`config.mk`:
```
export PLATFORM = sky130hd
export DESIGN_NAME = ldord_slot_eval
export DESIGN_NICKNAME = d
export VERILOG_FILES = /design/src/rtl/ldord_pkg.sv /design/src/rtl/ldord_slot_eval.sv
export SDC_FILE = /design/constraint.sdc
export NUM_CORES = 1
export LEC_CHECK = 0
export BUFFER_PORTS_ARGS = -buffer_cell sky130_fd_sc_hd__buf_2
export CORE_UTILIZATION = 29
export DETAILED_ROUTE_END_ITERATION = 7
export PLACE_DENSITY = 0.95
export SLEW_MARGIN = 40
export SYNTH_ARGS = -nofsm -noshare
export SYNTH_HDL_FRONTEND = slang
export SYNTH_SLANG_ARGS = --single-unit
```
`constraint.sdc`:
```
create_clock -name vclk -period 2.24
set_input_delay 0.448 -clock vclk [all_inputs]
set_output_delay 0.448 -clock vclk [all_outputs]
set_load 0.02 [all_outputs]
```
`src/rtl/ldord_pkg.sv`:
```
package ldord_pkg;
  typedef enum logic [1:0] {
    K_STORE = 2'b00,
    K_CMO   = 2'b01,
    K_ZERO  = 2'b10,
    K_PREF  = 2'b11
  } ent_kind_e;
endpackage

```
`src/rtl/ldord_slot_eval.sv`:
```
module ldord_slot_eval
  import ldord_pkg::*;
#(
  parameter int ADDR_W = 32,
  parameter int AGE_W  = 5,
  parameter int BLK_LG = 6
) (
  input  logic              clk,
  input  logic              rst_n,
  input  logic              e_vld,
  input  logic [1:0]        e_kind,
  input  logic [ADDR_W-1:0] e_addr,
  input  logic [AGE_W-1:0]  e_age,
  input  logic [ADDR_W-1:0] ld_addr,
  input  logic [AGE_W-1:0]  ld_age,
  input  logic              fwd_en,
  input  logic [AGE_W-1:0]  fn_age,
  output logic              ld_blk,
  output logic              fn_pend
);
  localparam logic [ADDR_W-1:0] BLK_MASK = ~((ADDR_W'(1) << BLK_LG) - ADDR_W'(1));

  logic [AGE_W-1:0] ld_diff, fn_diff;
  logic             older_ld, older_fn, same_blk, is_wr;
  ent_kind_e        kind;

  always_comb begin
    kind     = ent_kind_e'(e_kind);
    ld_diff  = e_age - ld_age;
    fn_diff  = e_age - fn_age;
    older_ld = ld_diff[AGE_W-1];
    older_fn = fn_diff[AGE_W-1];
    same_blk = (((e_addr ^ ld_addr) & BLK_MASK) == '0);
    is_wr    = (kind == K_STORE) || (kind == K_ZERO);
    ld_blk   = e_vld && older_ld && same_blk &&
               ((kind == K_CMO) || (is_wr && !fwd_en));
    fn_pend  = e_vld && older_fn && (kind != K_PREF);
  end

  // a prefetch slot never reports a hazard of any kind
  a_r4_pref_free: assert property (@(posedge clk) disable iff (!rst_n)
    (e_kind == 2'b11) |-> (!ld_blk && !fn_pend));
  // an invalid slot is silent
  a_r5_invalid_quiet: assert property (@(posedge clk) disable iff (!rst_n)
    !e_vld |-> (!ld_blk && !fn_pend));
endmodule

```
==> results_dict.tcl <==
set metrics [dict create \
    leakagePower_nw 0.514 \
    dr_total_vias 712 \
    syn2layout_area_growth_pct 80.4 \
    yosysWarnings 0 \
    postRouteAntennaNets 0 \
    clkbuf_count 0 \
    critPathKind "in -> out" \
    synth-xor-area-share 0.508 \
    p_seq_frac 0 \
    wl_per_cell_um 9.67 \
    diodes 0 \
    syn_inst 66 \
    cts.repair.resized 0 \
    min_period_ns 2.15 \
    worstSetupStartpointType "primary input" \
    fillCellCount 146 \
    route.detailed.drc 3 \
    rsz0062_at_grt "no" \
    drtIter0Drc 4 \
    initial_utilization 0.328 \
    hold_depth 4 \
    die-area_um2 1950 \
    finalWirelength_um 1500 \
    post-cts-setup-buffers 0 \
    max_freq_mhz 466 \
    cp.required_ns 1.79 \
    holdBufCountCts 0 \
    yosysSeqAreaShare 0 \
    fin_ws_ns 0.0945 \
    drtPass1Iterations 6 \
    synth_mux_area_frac 0 \
    register_area_um2 0 \
    synth_compound_area_frac 0.111 \
    yosys.area_share.simple 0.184 \
    arrival_ns 1.70 \
    coreArea_um2 1580 \
    nNetsFinal 232 \
    end_kind "primary output" \
    power_frac_comb 1.000 \
    syn_area_um2 517 \
    die_y_um 44.2 \
    place_congestion 0.650 \
    drv_slew 0 \
    drive_gt1_frac 0.554 \
    port_buffers 73 \
    violations "DRC" \
    grtUsageTotal 0.149 \
    rows 14 \
    dp_slack_ns 0.0132 \
    worstPathMaxFanout 1 \
    switching_share 0.425 \
    grt_max_degree 4 \
    hpwl_um 1430 \
    tightest_slew_ns 0.267 \
    dieWidth_um 44.2 \
    syn_avg_cell_area_um2 7.83 \
    p_int_uw 96.3 \
    setup_tns_ns 0 \
    syn_nets 157 \
    grt_pass1_vias 716 \
    viasPerCell 4.59 \
    synth_top_family_by_area "XOR/XNOR gates" \
    period_share 0.958 \
    netSwitchingPower_uw 71.1 \
    p_clk_frac 0 \
    grt_pass1_wl_um 2340 \
    design.seq.count 0 \
    io_pins 87 \
    max-vdd-ir-drop_v 0.0000886 \
    hold_path.class "in -> out" \
    antenna_found_initial 0 \
    outcome "complete, but fails checks" \
    hold_viol_final 0 \
    max-slew-margin-rel 0.821 \
    yosys.area_share.adder 0.145 \
    cap_violations 0 \
    finalSetupViolCount 0 \
    powerDensity_nw_per_um2 180 \
    overflow 0 \
    ys_types 15 \
]
[worst paths after layout]
| path | startpoint | to | slack, ns |
|---|---|---|---|
| worst min-delay path | e_vld | fn_pend | 1.26 |
| worst max-delay path | ld_age[1] | ld_blk | 0.09 |
[layout make-up]
class              count  area (um2)  area share
well taps             16        20.0      0.0215
inverters              7        26.3      0.0282
repair buffers        73         365       0.392
multi-input cells     59         520       0.558
[per-layer routing]
metal | vias up | track usage | part of all wire
li1 | 372 | - | -
met1 | 294 | 0.129 | 0.33
met2 | 46 | 0.359 | 0.57
met3 | 0 | 0.00408 | 0.10
met4 | 0 | 0.0121 | 0
met5 | - | 0 | 0
[power by group through the flow]
stage	registers [mW]	logic, mW	clock network, mW
3_3_place_gp	0	0.154	0
6_report	0	0.167	0
4_1_cts	0	0.161	0
2_1_floorplan	0	0.0784	0
3_5_place_dp	0	0.160	0
5_1_grt	0	0.186	0
[worst max-delay path: stages]
cell and delay [ns]:
buf_2 0.09, inv_1 0.08, ha_4 0.21, a2111oi_4 0.29
nor3_2 0.09, xnor2_1 0.13, nor3_1 0.17, buf_2 0.19
[synthesized netlist by cell type]
master	count	share of area
nand3_1	1	0.0097
xnor2_1	9	0.15
nor2_1	2	0.015
nor4_1	5	0.061
xor2_1	21	0.36
nand4_1	2	0.024
a2111oi_4	1	0.053
o21ai_0	1	0.0097
nor3_1	3	0.029
nand2b_1	2	0.024
a2111oi_2	1	0.029
a21oi_1	2	0.019
inv_1	7	0.051
nand2_1	3	0.022
ha_1	6	0.15
[through the flow]
step	total power, mW	instance area (um2)	hold slack, ns	util	cells
after floorplan	0.0784	517	1.05	-	66
after global placement	0.154	902	1.26	0.572	155
after detailed placement	0.160	902	1.26	0.572	155
after CTS	0.161	902	1.26	0.572	155
after global routing	0.186	932	1.29	0.591	155
final	0.167	932	1.26	0.591	155
[placed cells by master (no fill, tap or decap), drive strengths merged]
cell type	instances
a21oi	2
a2111oi	2
ha	6
nand2b	2
xnor2	9
nor4	5
nor2	2
buf	73
nand2	3
inv	7
nand4	2
o21ai	1
xor2	21
nor3	3
nand3	1
[kinds of logic after synthesis]
kind of cell,count (synthesis)
xor+xnor,30
simple gates,18
buf+inv,7
fa+ha+maj,6
compound gates,5
(Power assumes the default switching activity.)
